$ cat src/rtl/mwa_pkg.sv
package mwa_pkg;
  typedef enum logic [1:0] {
    KIND_MISS  = 2'd0,
    KIND_WRITE = 2'd1,
    KIND_UNCRD = 2'd2,
    KIND_NONE  = 2'd3
  } alloc_kind_e;

  localparam int POOL_MISS = 0;
  localparam int POOL_WR   = 1;
  localparam int NUM_POOLS = 2;
endpackage

$ cat src/rtl/mwa_entry_pool.sv
module mwa_entry_pool #(
  parameter int DEPTH  = 4,
  parameter int AW     = 16,
  parameter int SIZE_W = 8,
  parameter int ORD_W  = 8,
  parameter int IW     = 2,
  parameter int CW     = 3
) (
  input  logic              clk,
  input  logic              rst,
  input  logic              alloc_en,
  input  logic [AW-1:0]     alloc_addr,
  input  logic [SIZE_W-1:0] alloc_size,
  input  logic [ORD_W-1:0]  alloc_ord,
  input  logic              svc_en,
  input  logic [IW-1:0]     svc_idx,
  input  logic              free_en,
  input  logic [IW-1:0]     free_idx,
  input  logic [IW-1:0]     peek_idx,
  output logic              has_slot,
  output logic [IW-1:0]     slot_idx,
  output logic [CW-1:0]     pend_cnt,
  output logic              svc_ok,
  output logic              peek_valid,
  output logic              peek_inserv,
  output logic [AW-1:0]     peek_addr,
  output logic [SIZE_W-1:0] peek_size,
  output logic [ORD_W-1:0]  peek_ord
);
  logic [DEPTH-1:0]  valid_q, inserv_q;
  logic [AW-1:0]     addr_q [DEPTH];
  logic [SIZE_W-1:0] size_q [DEPTH];
  logic [ORD_W-1:0]  ord_q  [DEPTH];

  // lowest free entry, count of pending entries, lookups
  always_comb begin
    has_slot    = 1'b0;
    slot_idx    = '0;
    pend_cnt    = '0;
    svc_ok      = 1'b0;
    peek_valid  = 1'b0;
    peek_inserv = 1'b0;
    peek_addr   = '0;
    peek_size   = '0;
    peek_ord    = '0;
    for (int i = DEPTH - 1; i >= 0; i--) begin
      if (!valid_q[i]) begin
        has_slot = 1'b1;
        slot_idx = IW'(i);
      end
    end
    for (int i = 0; i < DEPTH; i++) begin
      if (valid_q[i] && !inserv_q[i]) pend_cnt = pend_cnt + CW'(1);
      if (svc_en && svc_idx == IW'(i) && valid_q[i] && !inserv_q[i]) svc_ok = 1'b1;
      if (peek_idx == IW'(i)) begin
        peek_valid  = valid_q[i];
        peek_inserv = inserv_q[i];
        peek_addr   = addr_q[i];
        peek_size   = size_q[i];
        peek_ord    = ord_q[i];
      end
    end
  end

  always_ff @(posedge clk) begin
    if (rst) begin
      valid_q  <= '0;
      inserv_q <= '0;
      for (int i = 0; i < DEPTH; i++) begin
        addr_q[i] <= '0;
        size_q[i] <= '0;
        ord_q[i]  <= '0;
      end
    end else begin
      for (int i = 0; i < DEPTH; i++) begin
        if (free_en && free_idx == IW'(i)) begin
          valid_q[i]  <= 1'b0;
          inserv_q[i] <= 1'b0;
        end
        if (svc_ok && svc_idx == IW'(i)) inserv_q[i] <= 1'b1;
        if (alloc_en && slot_idx == IW'(i)) begin
          valid_q[i]  <= 1'b1;
          inserv_q[i] <= 1'b0;
          addr_q[i]   <= alloc_addr;
          size_q[i]   <= alloc_size;
          ord_q[i]    <= alloc_ord;
        end
      end
    end
  end
endmodule

$ cat src/rtl/mwa_stall_track.sv
module mwa_stall_track #(
  parameter int NC    = 2,
  parameter int CNT_W = 16,
  localparam int SW   = (NC > 1) ? $clog2(NC) : 1
) (
  input  logic             clk,
  input  logic             rst,
  input  logic [NC-1:0]    set_vec,
  input  logic [NC-1:0]    clr_vec,
  input  logic [SW-1:0]    stat_sel,
  output logic [NC-1:0]    mask,
  output logic [CNT_W-1:0] stat_events,
  output logic [CNT_W-1:0] stat_cycles
);
  logic [CNT_W-1:0] now_q;
  logic [CNT_W-1:0] events_q [NC];
  logic [CNT_W-1:0] cycles_q [NC];
  logic [CNT_W-1:0] start_q  [NC];

  always_ff @(posedge clk) begin
    if (rst) now_q <= '0;
    else     now_q <= now_q + CNT_W'(1);
  end

  for (genvar c = 0; c < NC; c++) begin : g_cause
    always_ff @(posedge clk) begin
      if (rst) begin
        mask[c]     <= 1'b0;
        events_q[c] <= '0;
        cycles_q[c] <= '0;
        start_q[c]  <= '0;
      end else if (set_vec[c] && !mask[c]) begin
        mask[c]     <= 1'b1;
        events_q[c] <= events_q[c] + CNT_W'(1);
        start_q[c]  <= now_q;
      end else if (clr_vec[c] && mask[c]) begin
        mask[c]     <= 1'b0;
        cycles_q[c] <= cycles_q[c] + (now_q - start_q[c]);
      end
    end
  end

  always_comb begin
    stat_events = '0;
    stat_cycles = '0;
    for (int c = 0; c < NC; c++) begin
      if (stat_sel == SW'(c)) begin
        stat_events = events_q[c];
        stat_cycles = cycles_q[c];
      end
    end
  end
endmodule

$ cat src/rtl/miss_wb_alloc.sv
module miss_wb_alloc
  import mwa_pkg::*;
#(
  parameter int AW         = 16,
  parameter int SIZE_W     = 8,
  parameter int BLK_BYTES  = 16,
  parameter int MISS_DEPTH = 4,
  parameter int WB_DEPTH   = 2,
  parameter int ORD_W      = 8,
  parameter int CNT_W      = 16,
  parameter int MAX_MISSES = 3,
  localparam int MAXD      = (MISS_DEPTH > WB_DEPTH) ? MISS_DEPTH : WB_DEPTH,
  localparam int IW        = (MAXD > 1) ? $clog2(MAXD) : 1,
  localparam int CW        = $clog2(MAXD + 1)
) (
  input  logic              clk,
  input  logic              rst,
  input  logic              alloc_valid,
  output logic              alloc_ready,
  input  logic [1:0]        alloc_kind,
  input  logic [AW-1:0]     alloc_addr,
  input  logic [SIZE_W-1:0] alloc_size,
  input  logic              alloc_want_bus,
  output logic [IW-1:0]     grant_idx,
  output logic [ORD_W-1:0]  grant_order,
  input  logic              retry_wait,
  output logic              bus_req_valid,
  output logic              bus_req_cause,
  input  logic              svc_valid,
  input  logic              svc_pool,
  input  logic [IW-1:0]     svc_idx,
  input  logic              free_valid,
  input  logic              free_pool,
  input  logic [IW-1:0]     free_idx,
  input  logic              peek_pool,
  input  logic [IW-1:0]     peek_idx,
  output logic              peek_valid,
  output logic              peek_inserv,
  output logic [AW-1:0]     peek_addr,
  output logic [SIZE_W-1:0] peek_size,
  output logic [ORD_W-1:0]  peek_order,
  output logic [1:0]        stall_mask,
  output logic              cpu_stall,
  input  logic              stat_sel,
  output logic [CNT_W-1:0]  stat_events,
  output logic [CNT_W-1:0]  stat_cycles,
  output logic [CNT_W-1:0]  miss_count,
  output logic              miss_limit
);
  localparam logic [AW-1:0] BLK_MASK = ~AW'(BLK_BYTES - 1);

  alloc_kind_e       kind;
  logic              pool_sel, kind_ok, fire;
  logic [AW-1:0]     eff_addr;
  logic [SIZE_W-1:0] eff_size;
  logic [ORD_W-1:0]  ord_q;

  logic              has_slot [NUM_POOLS];
  logic [IW-1:0]     slot_idx [NUM_POOLS];
  logic [CW-1:0]     pend_cnt [NUM_POOLS];
  logic              svc_ok   [NUM_POOLS];
  logic              pk_valid [NUM_POOLS];
  logic              pk_inserv[NUM_POOLS];
  logic [AW-1:0]     pk_addr  [NUM_POOLS];
  logic [SIZE_W-1:0] pk_size  [NUM_POOLS];
  logic [ORD_W-1:0]  pk_ord   [NUM_POOLS];
  logic [NUM_POOLS-1:0] set_vec, clr_vec;

  // request decode: target pool and stored form of address and size
  always_comb begin
    kind     = alloc_kind_e'(alloc_kind);
    pool_sel = (kind == KIND_WRITE);
    kind_ok  = (kind != KIND_NONE);
    if (kind == KIND_MISS) begin
      eff_addr = alloc_addr & BLK_MASK;
      eff_size = SIZE_W'(BLK_BYTES);
    end else begin
      eff_addr = alloc_addr;
      eff_size = alloc_size;
    end
  end

  assign alloc_ready = kind_ok && has_slot[pool_sel];
  assign fire        = alloc_valid && alloc_ready;
  assign grant_idx   = slot_idx[pool_sel];
  assign grant_order = ord_q;

  for (genvar p = 0; p < NUM_POOLS; p++) begin : g_pool
    localparam int PD = (p == POOL_MISS) ? MISS_DEPTH : WB_DEPTH;
    logic a_en, s_en, f_en;
    int   nxt;
    assign a_en = fire && (pool_sel == 1'(p));
    assign s_en = svc_valid && (svc_pool == 1'(p));
    assign f_en = free_valid && (free_pool == 1'(p));

    mwa_entry_pool #(
      .DEPTH(PD), .AW(AW), .SIZE_W(SIZE_W), .ORD_W(ORD_W), .IW(IW), .CW(CW)
    ) u_pool (
      .clk(clk), .rst(rst),
      .alloc_en(a_en), .alloc_addr(eff_addr), .alloc_size(eff_size), .alloc_ord(ord_q),
      .svc_en(s_en), .svc_idx(svc_idx),
      .free_en(f_en), .free_idx(free_idx),
      .peek_idx(peek_idx),
      .has_slot(has_slot[p]), .slot_idx(slot_idx[p]), .pend_cnt(pend_cnt[p]),
      .svc_ok(svc_ok[p]),
      .peek_valid(pk_valid[p]), .peek_inserv(pk_inserv[p]), .peek_addr(pk_addr[p]),
      .peek_size(pk_size[p]), .peek_ord(pk_ord[p])
    );

    // saturation transitions: pending count after this edge
    always_comb begin
      nxt        = int'(pend_cnt[p]) + int'(a_en) - int'(svc_ok[p]);
      set_vec[p] = a_en && (nxt == PD);
      clr_vec[p] = svc_ok[p] && (int'(pend_cnt[p]) == PD) && (nxt < PD);
    end
  end

  mwa_stall_track #(.NC(NUM_POOLS), .CNT_W(CNT_W)) u_stall (
    .clk(clk), .rst(rst), .set_vec(set_vec), .clr_vec(clr_vec),
    .stat_sel(stat_sel), .mask(stall_mask),
    .stat_events(stat_events), .stat_cycles(stat_cycles)
  );
  assign cpu_stall = |stall_mask;

  assign peek_valid  = pk_valid[peek_pool];
  assign peek_inserv = pk_inserv[peek_pool];
  assign peek_addr   = pk_addr[peek_pool];
  assign peek_size   = pk_size[peek_pool];
  assign peek_order  = pk_ord[peek_pool];

  always_ff @(posedge clk) begin
    if (rst) begin
      ord_q         <= '0;
      bus_req_valid <= 1'b0;
      bus_req_cause <= 1'b0;
      miss_count    <= '0;
    end else begin
      bus_req_valid <= fire && alloc_want_bus && !retry_wait;
      bus_req_cause <= pool_sel;
      if (fire) ord_q <= ord_q + ORD_W'(1);
      if (fire && kind == KIND_MISS && miss_count != CNT_W'(MAX_MISSES))
        miss_count <= miss_count + CNT_W'(1);
    end
  end
  assign miss_limit = (miss_count >= CNT_W'(MAX_MISSES));
endmodule

$ cat config.mk
export PLATFORM = sky130hd
export DESIGN_NAME = miss_wb_alloc
export DESIGN_NICKNAME = d
export VERILOG_FILES = /design/src/rtl/mwa_pkg.sv /design/src/rtl/mwa_entry_pool.sv /design/src/rtl/mwa_stall_track.sv /design/src/rtl/miss_wb_alloc.sv
export SDC_FILE = /design/constraint.sdc
export NUM_CORES = 1
export LEC_CHECK = 0
export ABC_AREA = 1
export CAP_MARGIN = 5
export CELL_PAD_IN_SITES_DETAIL_PLACEMENT = 1
export CELL_PAD_IN_SITES_GLOBAL_PLACEMENT = 2
export CORE_ASPECT_RATIO = 0.75
export CORE_MARGIN = 3
export CORE_UTILIZATION = 40
export CTS_CLUSTER_DIAMETER = 150
export DETAILED_ROUTE_END_ITERATION = 6
export DONT_BUFFER_PORTS = 1
export PLACE_DENSITY = 0.9
export SYNTH_ARGS = -nofsm -noshare
export SYNTH_HDL_FRONTEND = slang
export SYNTH_HIERARCHICAL = 1
export SYNTH_SLANG_ARGS = --single-unit
export TNS_END_PERCENT = 5
$ cat constraint.sdc
create_clock -name clk -period 4.55 [get_ports clk]
set_input_delay 0.2275 -clock clk [delete_from_list [all_inputs] [get_ports clk]]
set_output_delay 0.2275 -clock clk [all_outputs]
set_load 0.02 [all_outputs]
After elaboration in Yosys (flattened, before gate mapping)

Memories as Yosys holds them, arrays and structs flattened.
Index checks and enable logic that the tools add are counted.

Add/subtract/negate cells: 17
$lt $le $gt $ge: 5
Equal/unequal tests: 20
Muxes and demuxes: 159
Bitwise gates (word level): 29
Reduce and logical (&&, ||, !) cells: 100

Operators with widths:

| cell                                                                    | count |
|---|---|
| 16-bit 2-to-1 mux                                                       | 23 |
| 8-bit 2-to-1 mux                                                        | 31 |
| 1-bit 2-to-1 mux                                                        | 93 |
| 16-bit by 1-bit adder with 16-bit output (second input constant)        | 4 |
| 1-bit logical AND                                                       | 64 |
| 16-bit adder                                                            | 2 |
| 16-bit subtractor                                                       | 2 |
| 2-bit nonzero test                                                      | 14 |
| 1-bit OR                                                                | 24 |
| 2-bit equality test (second input constant)                             | 8 |
| 16-bit by 2-bit >= comparator with 1-bit output (second input constant) | 1 |
| 16-bit by 2-bit != test with 1-bit output (second input constant)       | 1 |
| 2-bit 2-to-1 mux                                                        | 7 |
| 2-bit OR reduction                                                      | 7 |
| 2-bit logical NOT                                                       | 6 |
| 3-bit 2-to-1 mux                                                        | 4 |
| 2-bit by 1-bit equality test with 1-bit output (second input constant)  | 5 |
| 4-bit by 1-bit subtractor with 5-bit output                             | 2 |
| 1-bit logical NOT                                                       | 9 |
| 3-bit by 1-bit adder with 4-bit output                                  | 2 |
| 8-bit by 1-bit adder with 8-bit output (second input constant)          | 1 |
| 3-bit by 1-bit adder with 3-bit output (second input constant)          | 2 |
| 3-bit equality test (second input constant)                             | 2 |
| 5-bit by 3-bit equality test with 1-bit output (second input constant)  | 1 |
| 10 further kinds                                                        | 15 |

Bits in registers: 56
Bits in writable memories: 288
Input bits: 43
Logic and storage cells: 358
Memories: 9

Memories:

| memory                  | depth | width | rd ports | clocked after memory_dff | wr ports | line                  | text |
|---|---|---|---|---|---|---|---|
| g_pool[0].u_pool.addr_q | 4     | 16    | 4        | 0                        | 4        | mwa_entry_pool.sv:31  | `logic [AW-1:0] addr_q [DEPTH];` |
| g_pool[0].u_pool.ord_q  | 4     | 8     | 4        | 0                        | 4        | mwa_entry_pool.sv:33  | `logic [ORD_W-1:0] ord_q [DEPTH];` |
| g_pool[0].u_pool.size_q | 4     | 8     | 4        | 0                        | 4        | mwa_entry_pool.sv:32  | `logic [SIZE_W-1:0] size_q [DEPTH];` |
| g_pool[1].u_pool.addr_q | 2     | 16    | 2        | 0                        | 2        | mwa_entry_pool.sv:31  |  |
| u_stall.cycles_q        | 2     | 16    | 2        | 0                        | 2        | mwa_stall_track.sv:17 | `logic [CNT_W-1:0] cycles_q [NC];` |
| u_stall.events_q        | 2     | 16    | 2        | 0                        | 2        | mwa_stall_track.sv:16 | `logic [CNT_W-1:0] events_q [NC];` |
| 3 more memories         | n/a   | n/a   | n/a      | n/a                      | n/a      | n/a                   |  |

Logic depth before layout (Yosys ltp)

Gate-level depths: netlist (run 1).

Word-level depth: 20
Gate-level depth with buffers: 24
Mapped depth without buffers: 23

Cells and area by module

The synthesis (run 1) kept the hierarchy.

By module, submodules not included:

| module                            | instances | cells an instance | area an instance (um^2) | seq. area each (um^2) |
|---|---|---|---|---|
| mwa_stall_track                   | 1         | 1005              | 7872.6                  | 3243.1 |
| mwa_entry_pool (g_pool[0].u_pool) | 1         | 602               | 6200.9                  | 4003.8 |
| mwa_entry_pool (g_pool[1].u_pool) | 1         | 282               | 3079.2                  | 2001.9 |
| miss_wb_alloc                     | 1         | 373               | 2441.1                  | 520.5 |

Worst setup path before layout (run 1)

OpenSTA, ideal clock, no wires.

Path type: register to register
Start point: register g_pool[0].u_pool.valid_q[1]
End point: memory g_pool[0].u_pool.addr_q[6][0] (netlist: g_pool[0].u_pool/addr_q[3][0]), enable pin
Library setup time: 0.468 ns
Data arrival time: 3.785 ns
Data required time: 4.082 ns
Slack: 0.297 ns
Stages on the path, launching flop included: 11
Period minus slack after synthesis: 4.253 ns
Cells stage by stage: dfxtp_1 > buf_6 > nand2_2 > clkinv_2 > nand3_1 > nand2_1 > nand2_1 > nand2_1 > nor2_1 > inv_1 > o21ai_0

RTL lines:

| item                             | line                 | text |
|---|---|---|
| start: declaration               | mwa_entry_pool.sv:30 | `logic [DEPTH-1:0] valid_q, inserv_q;` |
| start signal: assignment         | mwa_entry_pool.sv:67 | `valid_q <= '0;` |
| start signal: indexed assignment | mwa_entry_pool.sv:77 | `valid_q[i] <= 1'b0;` |
| start signal: indexed assignment | mwa_entry_pool.sv:82 | `valid_q[i] <= 1'b1;` |
| end: declaration                 | mwa_entry_pool.sv:31 |  |

==> impl_metrics.csv, run 1 <==
group,metric,value,unit
min_path,hold_class,"input pin to flip-flop",
pwr,p_sw,1.99,mW
floorplanning,coreArea,47900,sq um
grt,grt_pass1_vias,16300,
cells_and_area,nFillCells,5614,
grt,grt-ovfl-total,0,
pwr,p_comb_frac,0.103,
setup_path,crit_slowest_cell,"dfxtp_1",
sta,finalHoldViolCount,0,
floorplanning,num_rows,69,
drt,drt-vias-per-instance,5.17,
place,gp_congestion,0.826,
cts,htree_levels,2,
grt,grt_max_degree,63,
drt,drc,0,
synth,syn_inst,2262,
sta,fmax,244,MHz
pwr,vdd_drop_max,0.317,mV
sta,tightest_slew,937,ps
cts,insertion_delay,540,ps
min_path,hold_end,"g_pool[1].u_pool/size_q[0][7]",
drt,ant_nets,0,
min_path,min_path_cells,4,
synth,synth_edf_count,288,
cells_and_area,area_growth,11.5,%
sta,timing.final.ws_setup,449,ps
status,outcome,"finished clean",
cells_and_area,fin_nets,2414,
grt,antenna_found_initial,1,
cts,cts_buffers,39,
setup_path,cp-end-kind,"flip-flop",
cts,cts.reportedPaths.clkPinSlew,70,ps
drt,routedWlPerCell,19.0,um
synth,yosysUniqueCellTypes,52,
cts,cts.sinks,344,
place,port_buffers,0,
setup_path,reg2reg_to,"u_stall/events_q[1][11]",
pwr,p_clk_frac,0.437,
grt,grt_usage,0.217,
floorplanning,die_w,262,um
setup_path,cp.arrival,4510,ps
setup_path,slowest_delay,410,ps
cts,cts_tree,"yes",
synth,yosysSeqAreaShare,0.499,
sta,final-max-slew-violation-count,0,
setup_path,cp_top_family,"simple AND/OR/NAND/NOR gates",
setup_path,path_buf_inv,5,
setup_path,cp.required,4960,ps
setup_path,crit_path_frequent_cell,"nand2_1",
synth,yosys_register_bits,344,
place,pre_cts_ws,264,ps
pwr,pwr-share-seq,0.460,
synth,yosys_warnings,6,
setup_path,critical_path_class,"flip-flop to flip-flop",
drt,firstDrtPassIters,4,
setup_path,startpoint_type,"flip-flop",
sta,setup_tns,0,ps
sta,setup_viol,0,
pwr,p_int,5.80,mW
sta,min_period,4100,ps
cts,cts_buffer_depth,3,
synth,synthFlopType,"edfxtp_1",
floorplanning,start_util,0.409,
synth,netlist_area,19600,sq um
drt,wl,56.3,mm
cts,cts-root-buf,"clkbuf_16",
synth,syn_avg_cell_area,8.66,sq um
sta,rsz0062_at_grt,"false",
place,dpl.hpwl,38.5,mm
pwr,p_leak,9.23,nW
sta,period_share,0.901,
run,cap_violations,0,
setup_path,regToRegStartpoint,"g_pool[0].u_pool/valid_q[1]",
floorplanning,die_h,198,um
grt,grt_pass1_wl,88.5,mm
drt,drt_iter0_drc,893,
setup_path,r2r_cells,21,
floorplanning,dieArea,51700,sq um
synth,async_flop_share,0,
sta,relSlewSlack,0.375,
min_path,hp-start,"alloc_size[7]",
drt,vias,15300,
floorplanning,ios,142,
pwr,power_density,357,nW/um^2
setup_path,critical_path.max_fanout,8,
cells_and_area,drive_gt1_frac,0.104,
setup_path,ff2ff_setup_slack,450,ps
setup_path,crit_chain,"nand2_2, clkinv_2, nand3_1, nand2_1, nand2_1, nand2_1, inv_2, nand2_1, ha_1, inv_1, ha_1, fa_1, xor2_1, nand3_1, nor3_1, nand2_1, nor2_4, clkinvlp_4, buf_4, a21oi_1, o21a_1",
sta,finClkSkew,21.2,ps
pwr,swShare,0.256,
## routing by layer
layer | wire length [um] | track usage
met4 | 1130 | 0.0542
met5 | 0 | 0
met1 | 25800 | 0.294
met2 | 26300 | 0.359
met3 | 3020 | 0.0408
## worst reg2reg max path, delay by kind of cell (launching register included)
| family | cells | cell delay (ps) |
|---|---|---|
| AOI/OAI and AO/OA | 2 | 260 |
| adders and majority gates | 3 | 910 |
| buffers and inverters | 5 | 710 |
| DFF | 1 | 410 |
| and+or+nand+nor | 10 | 1530 |
| xor gates and xnor gates | 1 | 190 |
## cell type report
cell class | count | area [sq um] | area share
flip-flops and latches | 344 | 9770 | 0.447
clock buffers | 54 | 1170 | 0.0535
multi-input cells | 1426 | 7800 | 0.357
well taps | 639 | 800 | 0.0366
diodes | 2 | 5.00 | 0.000229
repair buffers | 53 | 475 | 0.0218
inverters | 423 | 1600 | 0.0731
repair inverters | 1 | 7.51 | 0.000344
clock inverters | 18 | 220 | 0.0101
## cell usage in the layout, fill, tap and decap left out, types with 6 or more instances in the layout
| master | n |
|---|---|
| buf_4 | 26 |
| nor2_2 | 35 |
| or2_2 | 8 |
| xor2_1 | 10 |
| dfxtp_1 | 56 |
| nor2_1 | 307 |
| a21oi_1 | 85 |
| inv_1 | 409 |
| edfxtp_1 | 288 |
| nand4_1 | 65 |
| clkinvlp_4 | 7 |
| o21ai_0 | 67 |
| ha_1 | 51 |
| dlygate4sd3_1 | 26 |
| mux2_2 | 36 |
| inv_2 | 9 |
| clkinv_1 | 6 |
| fa_1 | 32 |
| nand2_1 | 504 |
| nor3_1 | 23 |
| o21ai_2 | 28 |
| clkbuf_1 | 8 |
| xnor2_1 | 7 |
| clkbuf_16 | 45 |
| nand3_1 | 102 |
## worst max-delay path by stage
stage | startpoint | endpoint | slack [ps] | depth (start not counted)
floorplan | g_pool[0].u_pool/valid_q[1] | g_pool[0].u_pool/addr_q[3][0] | 300 | 10
global placement | g_pool[0].u_pool/valid_q[1] | u_stall/start_q[0][9] | 410 | 23
detailed placement | g_pool[0].u_pool/valid_q[1] | u_stall/start_q[0][10] | 260 | 23
CTS | g_pool[0].u_pool/valid_q[1] | u_stall/start_q[0][10] | 260 | 23
global route | g_pool[0].u_pool/valid_q[1] | u_stall/start_q[0][15] | 9 | 23
finish | g_pool[0].u_pool/valid_q[1] | u_stall/events_q[1][11] | 450 | 21
## kinds of logic after synthesis
family	count (synthesis)	synth area share
compound gates	202	0.0612
xor+xnor	17	0.00760
fa+ha+maj	83	0.0653
buf+inv	493	0.104
flops	344	0.499
mux	36	0.0207
other cells	1	0.000191
simple gates	1086	0.242
## sequential cells by signal, summed over array words and instances, names as in the netlist
name	flops
bus_req_cause	1
bus_req_valid	1
g_pool.u_pool/addr_q	96
g_pool.u_pool/inserv_q	6
g_pool.u_pool/ord_q	48
g_pool.u_pool/size_q	48
g_pool.u_pool/valid_q	6
grant_order	8
miss_count	16
u_stall/cycles_q	32
u_stall/events_q	32
u_stall/mask	2
u_stall/now_q	16
u_stall/start_q	32
## synthesized netlist by cell type (5+ instances only)
cell	instances	area share
buf_2	11	0.0028
nor2_1	311	0.060
inv_1	410	0.079
edfxtp_1	288	0.44
clkbuf_1	33	0.0063
dfxtp_1	56	0.057
ha_1	51	0.033
a21oi_2	5	0.0022
buf_6	22	0.013
inv_2	9	0.0017
xor2_1	10	0.0045
nor2_2	31	0.0099
a21oi_1	85	0.022
nand2_2	5	0.0016
nand3_1	102	0.026
nand2_1	504	0.097
nor3_1	23	0.0059
mux2_2	36	0.021
nand3b_1	5	0.0019
xnor2_1	7	0.0031
or2_2	7	0.0022
o21ai_2	28	0.013
nand4_1	65	0.021
fa_1	32	0.033
o21ai_0	68	0.017
## stage by stage
stage	power (mW)	cell area (sq um)	hold WS, ps	std cells	utilization
after floorplan	4.22	19600	297	2263	-
after global routing	8.11	21800	34.2	2959	0.456
final	7.80	21800	30.2	2960	0.456
after CTS	7.89	21800	2.62	2952	0.455
after global placement	4.39	20100	296	2853	0.420
after detailed placement	4.43	20100	298	2853	0.420
## power groups by stage
| stage | clock (mW) | sequential (mW) | combinational, mW |
|---|---|---|---|
| 6_report | 3.41 | 3.59 | 0.802 |
| 5_1_grt | 3.61 | 3.60 | 0.901 |
| 2_1_floorplan | 0 | 3.63 | 0.584 |
| 3_3_place_gp | 0 | 3.65 | 0.744 |
| 3_5_place_dp | 0 | 3.66 | 0.771 |
| 4_1_cts | 3.49 | 3.59 | 0.806 |
## repair_timing
action / CTS / global route
hold buffers: 27 / 0
setup endpoints to repair: 0 / 44
buffers inserted: 0 / 5
endpoints found under the hold margin: 108 / 0
resized for setup: 0 / 4
Power figures use the tool's default switching activity.
==> run 2: changes to the inputs <==
--- a/config.mk
+++ b/config.mk
@@ -7,17 +7,16 @@
 export LEC_CHECK = 0
 export ABC_AREA = 1
 export CAP_MARGIN = 5
-export CELL_PAD_IN_SITES_DETAIL_PLACEMENT = 1
-export CELL_PAD_IN_SITES_GLOBAL_PLACEMENT = 2
+export CELL_PAD_IN_SITES_DETAIL_PLACEMENT = 0
+export CELL_PAD_IN_SITES_GLOBAL_PLACEMENT = 1
 export CORE_ASPECT_RATIO = 0.75
 export CORE_MARGIN = 3
-export CORE_UTILIZATION = 40
+export CORE_UTILIZATION = 45
 export CTS_CLUSTER_DIAMETER = 150
 export DETAILED_ROUTE_END_ITERATION = 6
 export DONT_BUFFER_PORTS = 1
-export PLACE_DENSITY = 0.9
+export PLACE_DENSITY = 0.83
 export SYNTH_ARGS = -nofsm -noshare
 export SYNTH_HDL_FRONTEND = slang
-export SYNTH_HIERARCHICAL = 1
 export SYNTH_SLANG_ARGS = --single-unit
 export TNS_END_PERCENT = 5
==> run 2 against run 1 <==
  * Die area down 15%
  * Sequential power about the same
  * Hold slack worse by 10 ps
  * Largest cell class unchanged
  * Clock skew down 6.6 ps
  * Clock-buffer cell count down 10
  * First-iteration DRC count up 71%
==> impl_metrics.csv, run 2 <==
group,metric,value,unit
cells_and_area,utilization,0.514,
synth,yosysTopAreaCell,"edfxtp_1",
place,port_buffers,0,
grt,grt_pass1_vias,14100,
synth,synthTopCellsByArea,"edfxtp_1, nand2_1, nor2_1",
sta,setup_viol,0,
synth,synth_fp_nets,2247,
place,gp_congestion,0.894,
synth,yosysSeqAreaShare,0.525,
synth,netlist_area,18600,sq um
cts,htree_levels,2,
pwr,vdd_drop_max,0.233,mV
cells_and_area,reg_top3,"g_pool.u_pool.addr_q x96, g_pool.u_pool.ord_q x48, g_pool.u_pool.size_q x48",
setup_path,critical_path_class,"input pin to flip-flop",
synth,synth_edf_count,288,
drt,drt_iter0_drc,1529,
drt,drc,0,
cells_and_area,nFillCells,3700,
sta,finalHoldViolCount,0,
setup_path,cp.arrival,4140,ps
synth,synth_top_area_frac,0.465,
grt,grt_max_degree,88,
sta,setup_tns,0,ps
cts,insertion_delay,540,ps
synth,async_flop_share,0,
setup_path,slowest_delay,640,ps
cts,cts_buffer_depth,3,
floorplanning,die_h,182,um
floorplanning,start_util,0.463,
run,cap_violations,0,
place,dp_cells,2583,
setup_path,critical_path.max_fanout,16,
floorplanning,ios,142,
sta,tightest_slew,1100,ps
cts,post_cts_buffers,0,
cells_and_area,area_growth,10.9,%
cells_and_area,largest_reg_flops,96,
setup_path,crit_slowest_cell,"dlygate4sd3_1",
sta,min_period,3980,ps
pwr,power.total,7.40,mW
status,outcome,"finished clean",
drt,drt-vias-per-instance,5.47,
synth,syn_inst,2120,
place,dpl.hpwl,32.8,mm
cts,cts-root-buf,"clkbuf_16",
cts,cts.sinks,344,
setup_path,worstSetupStartpoint,"svc_idx[0]",
setup_path,cp-end-kind,"flip-flop",
sta,finClkSkew,14.6,ps
sta,final-max-slew-violation-count,0,
grt,grt_pass1_wl,79.4,mm
synth,yosys-top-cells-count,"nand2_1, nor2_1, edfxtp_1",
drt,wl,50.7,mm
setup_path,regToRegStartpoint,"g_pool[0].u_pool.valid_q[0]",
sta,fmax,251,MHz
pwr,p_leak,8.40,nW
cells_and_area,top_register,"g_pool.u_pool.addr_q",
floorplanning,die_w,241,um
sta,relSlewSlack,0.258,
drt,vias,14700,
cells_and_area,drive_gt1_frac,0.0619,
synth,syn_avg_cell_area,8.77,sq um
drt,routedWlPerCell,18.9,um
cells_and_area,instances_no_fill,2685,
cts,cts_resized,0,
cts,cts_hold_buf,33,
cts,cts_tree,"yes",
synth,yosysUniqueCellTypes,45,
drt,ant_nets,0,
floorplanning,dieArea,43800,sq um
min_path,hp-start,"free_idx[0]",
synth,yosys_register_bits,344,
cts,cts.reportedPaths.clkPinSlew,50,ps
pwr,power_density,359,nW/um^2
floorplanning,num_rows,63,
min_path,hold_class,"input pin to flip-flop",
grt,antenna_found_initial,0,
synth,yosysMostFrequentCell,"nand2_1",
grt,grt_usage,0.232,
drt,firstDrtPassIters,5,
sta,period_share,0.875,
setup_path,crit_path_frequent_cell,"inv_1",
floorplanning,coreArea,40100,sq um
cells_and_area,layout.cells.most_common,"nand2_1",
setup_path,cp.required,4710,ps
synth,synthFlopType,"edfxtp_1",
setup_path,crit_chain,"dlygate4sd3_1, nor2_1, dlygate4sd3_1, nand4_1, nand2_1, ha_1, inv_1, ha_1, inv_1, fa_1, ha_1, inv_1, a21oi_1, a21oi_1, nor2_1, inv_1, nand2_1",
cts,cts_buffers,37,
setup_path,startpoint_type,"input pin",
cells_and_area,fin_nets,2262,
sta,rsz0062_at_grt,"false",
cells_and_area,layout_common_cells,"nand2_1, nor2_1, edfxtp_1",
synth,yosys_warnings,0,
grt,grt-ovfl-total,0,
[run 2: path summary, 6_finish.rpt]
| check | cells after the start | to | slack (ps) |
|---|---|---|---|
| setup / recovery | 17 | u_stall.cycles_q[1][6] | 570 |
| hold / removal | 3 | g_pool[1].u_pool.valid_q[1] | 20 |
| setup reg to reg | 21 | u_stall.events_q[0][6] | 710 |
| hold reg to reg | 1 | u_stall.now_q[0] | 450 |
[run 2: power by group]
| group | internal [mW] | switching, mW |
|---|---|---|
| combinational | 0.224 | 0.560 |
| clock | 1.72 | 1.30 |
| sequential | 3.53 | 0.0584 |
| total | 5.48 | 1.92 |
[run 2: cell families after synthesis]
kind of cell	Yosys count	share of synthesized area
and+or+nand+nor	1028	0.233
adders and majority gates	84	0.0694
DFF	344	0.525
AOI/OAI and AO/OA	266	0.0756
muxes	3	0.00182
buffers and inverters	357	0.0764
xor gates and xnor gates	38	0.0179
[run 2: metal layers]
layer  GRT usage  vias up  wire length [um]  part of all wire
met5           0        -                 0                 0
met4      0.0589        0              1080             0.021
met3      0.0472       83              4850             0.096
met2       0.344      594             21700              0.43
met1       0.346     6993             23000              0.45
li1            -     7025                 -                 -
[run 2: through the flow]
step                      instance area, sq um  setup slack, ps  hold WS [ps]
final                                    20600              569          19.9
after CTS                                20600              584         0.956
after detailed placement                 19100              752           303
after global placement                   19100              829           300
after floorplan                          18600              726           306
after global routing                     20600              237          27.8
[run 2: final cells by class]
type                    count  area, sq um  share of cell area
multi-input cells        1419         7440               0.361
well taps                 520          651              0.0316
flip-flops and latches    344         9770               0.474
clock buffers              44          972              0.0472
inverters                 279         1050              0.0508
clock inverters            24          226              0.0110
diodes                      1         2.50            0.000121
repair buffers             54          498              0.0242
[run 2: critical path: cells and delay by family]
family	cells	cell delay, ps
buffers and inverters	6	1470
AO/OA/AOI/OAI	2	290
AND/OR/NAND/NOR	5	1130
adder cells (fa/ha/maj)	4	1030
